## config.mk

```make
export PLATFORM = sky130hd
export DESIGN_NAME = adc_ctrl_seq
export DESIGN_NICKNAME = d
export VERILOG_FILES = /design/src/rtl/adc_seq_pkg.sv /design/src/rtl/adc_clk_div.sv /design/src/rtl/adc_sar_core.sv /design/src/rtl/adc_pin_arb.sv /design/src/rtl/adc_ctrl_seq.sv
export SDC_FILE = /design/constraint.sdc
export NUM_CORES = 1
export LEC_CHECK = 0
export BUFFER_PORTS_ARGS = -buffer_cell sky130_fd_sc_hd__buf_4
export CAP_MARGIN = 25
export CORE_MARGIN = 3
export CORE_UTILIZATION = 35
export DETAILED_ROUTE_END_ITERATION = 10
export GPL_TIMING_DRIVEN = 0
export SYNTH_ARGS = -nofsm -noshare
export SYNTH_HDL_FRONTEND = slang
export SYNTH_SLANG_ARGS = --single-unit
```

## constraint.sdc

```tcl
create_clock -name clk -period 2.9 [get_ports clk]
set_input_delay 0.145 -clock clk [delete_from_list [all_inputs] [get_ports clk]]
set_output_delay 0.145 -clock clk [all_outputs]
set_load 0.01 [all_outputs]
```

## src/rtl/adc_seq_pkg.sv

```systemverilog
package adc_seq_pkg;

    localparam int CH_W = 3;

    typedef enum logic [1:0] {
        ST_IDLE,
        ST_SAMPLE,
        ST_CONV
    } seq_state_e;

    // Control byte, MSB first; the field order is the software-visible layout.
    typedef struct packed {
        logic            ext_ref;
        logic [1:0]      ratio;
        logic            run;
        logic            pwr_on;
        logic [CH_W-1:0] chan;
    } ctrl_reg_t;

    // System clocks per conversion tick for each ratio code.
    function automatic int unsigned ratio_div(input logic [1:0] code);
        case (code)
            2'b00:   return 16;
            2'b01:   return 4;
            2'b10:   return 64;
            default: return 1;
        endcase
    endfunction

endpackage

```

## src/rtl/adc_clk_div.sv

```systemverilog
module adc_clk_div #(
    parameter int CNT_W = 6
) (
    input  logic       clk,
    input  logic       rst_n,
    input  logic       restart,
    input  logic [1:0] ratio,
    output logic       tick
);
    import adc_seq_pkg::*;

    logic [CNT_W-1:0] cnt_d, cnt_q;
    logic [CNT_W-1:0] lim;

    always_comb begin
        lim  = CNT_W'(ratio_div(ratio) - 1);
        tick = (cnt_q == lim);
        if (restart) begin
            cnt_d = '0;
        end else if (tick) begin
            cnt_d = '0;
        end else begin
            cnt_d = cnt_q + 1'b1;
        end
    end

    always_ff @(posedge clk) begin
        if (!rst_n) begin
            cnt_q <= '0;
        end else begin
            cnt_q <= cnt_d;
        end
    end

endmodule

```

## src/rtl/adc_sar_core.sv

```systemverilog
module adc_sar_core #(
    parameter int RES_BITS = 10
) (
    input  logic                clk,
    input  logic                rst_n,
    input  logic                start,
    input  logic                tick,
    input  logic                pwr_on,
    input  logic                cmp_in,
    output logic [RES_BITS-1:0] dac,
    output logic                sample,
    output logic                finish,
    output logic                abort,
    output logic                done,
    output logic [RES_BITS-1:0] result
);
    import adc_seq_pkg::*;

    localparam int IDX_W = $clog2(RES_BITS);

    typedef struct packed {
        seq_state_e          st;
        logic [IDX_W-1:0]    idx;
        logic [RES_BITS-1:0] trial;
        logic [RES_BITS-1:0] res;
        logic                done;
    } sar_t;

    sar_t sar_d, sar_q;

    always_comb begin
        sar_d      = sar_q;
        sar_d.done = 1'b0;
        finish     = 1'b0;
        abort      = 1'b0;
        case (sar_q.st)
            ST_IDLE: begin
                if (start) begin
                    sar_d.st    = ST_SAMPLE;
                    sar_d.trial = '0;
                end
            end
            ST_SAMPLE: begin
                if (tick) begin
                    if (!pwr_on) begin
                        abort    = 1'b1;
                        sar_d.st = ST_IDLE;
                    end else begin
                        sar_d.st                 = ST_CONV;
                        sar_d.idx                = IDX_W'(RES_BITS - 1);
                        sar_d.trial              = '0;
                        sar_d.trial[RES_BITS-1]  = 1'b1;
                    end
                end
            end
            ST_CONV: begin
                if (tick) begin
                    sar_d.trial[sar_q.idx] = cmp_in;
                    if (sar_q.idx == '0) begin
                        finish     = 1'b1;
                        sar_d.st   = ST_IDLE;
                        sar_d.done = 1'b1;
                        sar_d.res  = sar_d.trial;
                    end else begin
                        sar_d.trial[sar_q.idx - 1'b1] = 1'b1;
                        sar_d.idx                     = sar_q.idx - 1'b1;
                    end
                end
            end
            default: sar_d.st = ST_IDLE;
        endcase
    end

    always_ff @(posedge clk) begin
        if (!rst_n) begin
            sar_q <= '{st: ST_IDLE, default: '0};
        end else begin
            sar_q <= sar_d;
        end
    end

    assign dac    = sar_q.trial;
    assign sample = (sar_q.st == ST_SAMPLE);
    assign done   = sar_q.done;
    assign result = sar_q.res;

endmodule

```

## src/rtl/adc_pin_arb.sv

```systemverilog
module adc_pin_arb (
    input  logic       ext_ref,
    input  logic       tmr_sel,
    output logic [2:0] fn
);
    // Fixed priority: reference over timer clock over GPIO.
    always_comb begin
        if (ext_ref) begin
            fn = 3'b100;
        end else if (tmr_sel) begin
            fn = 3'b010;
        end else begin
            fn = 3'b001;
        end
    end

endmodule

```

## src/rtl/adc_ctrl_seq.sv

```systemverilog
module adc_ctrl_seq #(
    parameter int RES_BITS = 10,
    parameter int CNT_W    = 6
) (
    input  logic                clk,
    input  logic                rst_n,
    input  logic                cfg_wr,
    input  logic [7:0]          cfg_wdata,
    output logic [7:0]          cfg_rdata,
    input  logic                tmr_src_sel,
    input  logic                cmp_in,
    output logic [RES_BITS-1:0] dac_code,
    output logic                sample_en,
    output logic [2:0]          chan_sel,
    output logic                ref_ext_sel,
    output logic                ladder_pwr_en,
    output logic [2:0]          pin_fn,
    output logic                conv_done,
    output logic [RES_BITS-1:0] conv_result,
    output logic                start_err
);
    import adc_seq_pkg::*;

    typedef struct packed {
        ctrl_reg_t       ctrl;
        logic [CH_W-1:0] pend;
        logic            pend_v;
        logic            err;
    } top_t;

    top_t      top_d, top_q;
    ctrl_reg_t wr_f;
    logic      start_req, tick, conv_fin, conv_abort, end_any;

    assign wr_f      = ctrl_reg_t'(cfg_wdata);
    assign start_req = cfg_wr && wr_f.run && !top_q.ctrl.run;
    assign end_any   = conv_fin || conv_abort;

    always_comb begin
        top_d = top_q;
        if (end_any) begin
            top_d.ctrl.run = 1'b0;
            if (top_q.pend_v) begin
                top_d.ctrl.chan = top_q.pend;
                top_d.pend_v    = 1'b0;
            end
            if (conv_abort) begin
                top_d.err = 1'b1;
            end
        end
        if (cfg_wr) begin
            top_d.ctrl.ext_ref = wr_f.ext_ref;
            top_d.ctrl.ratio   = wr_f.ratio;
            top_d.ctrl.pwr_on  = wr_f.pwr_on;
            if (top_q.ctrl.run && !end_any) begin
                top_d.pend   = wr_f.chan;
                top_d.pend_v = 1'b1;
            end else begin
                top_d.ctrl.chan = wr_f.chan;
            end
        end
        if (start_req) begin
            top_d.ctrl.run = 1'b1;
            top_d.err      = 1'b0;
        end
    end

    always_ff @(posedge clk) begin
        if (!rst_n) begin
            top_q <= '0;
        end else begin
            top_q <= top_d;
        end
    end

    adc_clk_div #(.CNT_W(CNT_W)) u_div (
        .clk     (clk),
        .rst_n   (rst_n),
        .restart (start_req),
        .ratio   (top_q.ctrl.ratio),
        .tick    (tick)
    );

    adc_sar_core #(.RES_BITS(RES_BITS)) u_sar (
        .clk    (clk),
        .rst_n  (rst_n),
        .start  (start_req),
        .tick   (tick),
        .pwr_on (top_q.ctrl.pwr_on),
        .cmp_in (cmp_in),
        .dac    (dac_code),
        .sample (sample_en),
        .finish (conv_fin),
        .abort  (conv_abort),
        .done   (conv_done),
        .result (conv_result)
    );

    adc_pin_arb u_pin (
        .ext_ref (top_q.ctrl.ext_ref),
        .tmr_sel (tmr_src_sel),
        .fn      (pin_fn)
    );

    assign cfg_rdata     = top_q.ctrl;
    assign chan_sel      = top_q.ctrl.chan;
    assign ref_ext_sel   = top_q.ctrl.ext_ref;
    assign ladder_pwr_en = top_q.ctrl.pwr_on;
    assign start_err     = top_q.err;

endmodule

```

==> qor.csv <==
stage,metric,value,unit
run_status,outcome,finished clean,
floorplanning,Starting Density,0.370,
flow_run,max cap viols,0,
global_routing,Total Routing Usage GR,0.162,
clock_network,Clock Root Buffer,clkbuf_8,
layout,"Design Area, Final",3350,um^2
global_routing,largest net degree at the start of global routing,14,
sta,Final Hold Viols,0,
floorplanning,Core ar.,7410,um^2
worst_setup_path,reg-to-reg startpoint,u_sar.sar_q[25],
placed_design,pre-CTS setup slack,491,ps
layout,Area Growth Syn to Fin,22.1,%
power,Leak,1.40,nW
drt,drt drc,0,
placed_design,HPWL Detailed,5130,um
logic_synthesis,"Top FF cell, synth",dfxtp_1,
placed_design,Placer Congestion,0.846,
layout,# nets final,401,
power,total power,1.61,mW
clock_network,Sink Count,46,
layout,Fillers,758,
global_routing,vias in the first global route,2385,
clock_network,CTS tree,yes,
sta,worst setup margin,467,ps
clock_network,CTS-repair resized insts,0,
logic_synthesis,Yosys warning count,0,
clock_network,Max Buffers Root-to-Sink,2,
clock_network,cts hold-fix bufs,0,
power,P per Cell Area,482,nW/um^2
sta,Slew @ Worst Pin,761,ps
logic_synthesis,synthesized area per cell,8.44,um^2
sta,relative slew slack,0.491,
sta,min Tclk post-route,2430,ps
worst_hold_path,Hold Crit Class,in -> reg,
worst_setup_path,WP data required,3120,ps
placed_design,placed inst area,3240,um^2
drt,DRT iter0 DRCs,158,
sta,pins over their slew limit,0,
floorplanning,Core Rows,31,
drt,post-route ant nets,0,
worst_setup_path,CP Max Fanout,10,
sta,Final period util,0.839,
floorplanning,die area,8930,um^2
global_routing,grt total ovfl,0,
logic_synthesis,Syn Inst Count,325,
placed_design,port buffer count,50,
logic_synthesis,Yosys cell types,56,
floorplanning,Die X,94.5,um
global_routing,global-route wire length before repair,11600,um
sta,maximum clock rate,411,MHz
worst_setup_path,R2R setup slack,470,ps
floorplanning,die height,94.5,um
logic_synthesis,"Seq/Total Area, Yosys",0.336,
drt,via count,2526,
logic_synthesis,Synth Cell Area,2740,um^2
drt,TritonRoute pass-1 iters,5,
clock_network,clk slew on worst S/H paths,80,ps
logic_synthesis,Post-synth EDFFs,0,
clock_network,clock latency reported for the late side of the worst-skew pair,300,ps
drt,drt total wl,6870,um
power,peak supply drop,0.323,mV
drt,routed length per instance,14.3,um
worst_setup_path,CP arrival,2660,ps
global_routing,initial antenna violation count,0,
layout,Antenna Cells,0,
layout,share of cells above drive strength 1,0.290,
worst_setup_path,nature of the critical path startpoint,register,
drt,via/cell ratio,5.24,
clock_network,H-tree depth,2,
sta,unrepaired setup endpoints after global routing,no,
clock_network,cts bufs inserted,5,
worst_setup_path,critical path class,reg -> reg,
logic_synthesis,Yosys reg bits,46,
floorplanning,num ports,52,
logic_synthesis,"Net Count, Synth",344,
clock_network,setup bufs post-CTS,0,
logic_synthesis,asr flop ratio synth,0,
worst_setup_path,Crit. End Element,register,
worst_setup_path,Critical Path Start,u_sar.sar_q[25],
sta,clk_skew,11.1,ps
sta,Final TNS setup,0,ps
sta,final setup fails,0,
worst_hold_path,hold_sp,cfg_wdata[6],
-- final timing paths --
check / endpoint / cells after the start
max: u_sar.sar_q[26] / 7
min: cfg_rdata[6] / 3
max reg2reg: u_sar.sar_q[26] / 7
min reg2reg: top_q[2] / 2
-- metal layers --
layer  vias to the layer above  part of all wire  wire length (um)  GRT usage
met1                      1186              0.46              3170      0.220
met3                         4             0.059               404     0.0335
met2                        73              0.47              3220      0.262
met4                         0             0.010                72     0.0421
met5                         -                 0                 0          0
li1                       1263                 -                 -          -
-- where the power goes --
| part | internal (mW) | total (mW) | switching [mW] |
|---|---|---|---|
| logic | 0.187 | 0.451 | 0.264 |
| registers | 0.659 | 0.693 | 0.0338 |
| clock network | 0.258 | 0.470 | 0.212 |
-- cell type report --
type                            count  area (um^2)  area share
Multi-Input combinational cell    224         1490       0.444
Clock buffer                        7         76.3      0.0228
Inverter                            7         26.3     0.00785
Clock inverter                      1         30.0     0.00897
Buffer                             48          309      0.0923
Sequential cell                    46          921       0.275
Tap cell                           99          124      0.0370
Timing Repair Buffer               50          375       0.112
-- per-stage QoR --
step / utilization / hold slack, ps / instances
after floorplan: - / 292 / 325
after global placement: 0.437 / 379 / 474
after detailed placement: 0.437 / 387 / 474
after CTS: 0.452 / 67.4 / 482
after global routing: 0.452 / 83.2 / 482
final: 0.452 / 80.9 / 482
-- cells in the final DEF (no fill, tap or decap), types with 2 or more instances in the layout --
master,instances
o211ai_1,3
clkbuf_1,11
a21oi_1,17
nor4_1,2
a32o_1,3
nand2_1,24
a211oi_2,3
o32ai_1,2
buf_2,4
nand2_2,2
o41ai_1,3
buf_1,2
or2_2,2
nand3_1,10
nand4_1,5
o31ai_1,8
o221ai_1,3
buf_4,83
o211a_1,2
inv_1,7
dfxtp_1,46
a311oi_1,5
o2111ai_1,4
mux2i_1,16
nor2b_1,4
nand2b_1,7
xor2_1,3
nor3_2,2
o22ai_1,2
a211oi_1,8
nor3_1,3
nor2_1,44
o21ai_0,9
ha_1,6
clkbuf_8,5
-- flip-flops by register name, summed over array words and instances (netlist names) --
| register | count |
|---|---|
| u_sar.dac | 10 |
| top_q | 4 |
| ref_ext_sel | 1 |
| u_div.cnt_q | 6 |
| ladder_pwr_en | 1 |
| chan_sel | 3 |
| start_err | 1 |
| u_sar.sar_q | 6 |
| u_sar.result | 10 |
| u_sar.done | 1 |
| cfg_rdata | 3 |
-- logic make-up after synthesis --
| group | count (synthesis) | share of synthesized area |
|---|---|---|
| xor+xnor | 4 | 0.0128 |
| flops | 46 | 0.336 |
| fa+ha+maj | 6 | 0.0274 |
| buf+inv | 55 | 0.122 |
| mux | 17 | 0.0625 |
| simple gates | 113 | 0.199 |
| compound gates | 84 | 0.240 |
-- cells in the mapped netlist, drive strengths merged (2+ instances only) --
master | n | area (um^2)
o22ai | 2 | 12.5
nor3 | 5 | 35.0
a21oi | 18 | 93.8
inv | 7 | 26.3
o211ai | 3 | 22.5
nor4 | 2 | 12.5
nor3b | 2 | 20.0
o2111ai | 4 | 35.0
nor2b | 4 | 25.0
o41ai | 3 | 26.3
nor2 | 44 | 165
xor2 | 3 | 26.3
nand2b | 7 | 43.8
ha | 6 | 75.1
mux2i | 16 | 160
a32o | 3 | 30.0
o221ai | 3 | 26.3
o211a | 2 | 20.0
o31ai | 8 | 60.1
nand4 | 5 | 31.3
o21ai | 11 | 58.8
dfxtp | 46 | 921
a211oi | 11 | 97.6
nand3 | 10 | 50.1
buf | 39 | 275
o32ai | 2 | 17.5
or2 | 3 | 18.8
nand2 | 26 | 103
a311oi | 5 | 43.8
o221a | 2 | 22.5
clkbuf | 9 | 33.8
-- worst max-delay path: stages (launching register included) --
cell and delay [ps]:
dfxtp_1 420, inv_1 90, ha_1 190, buf_2 170, nor2_1 610, nor3_2 260, a2111oi_4 400, mux2i_1 220
No activity file was read; power rests on OpenSTA's default activity.
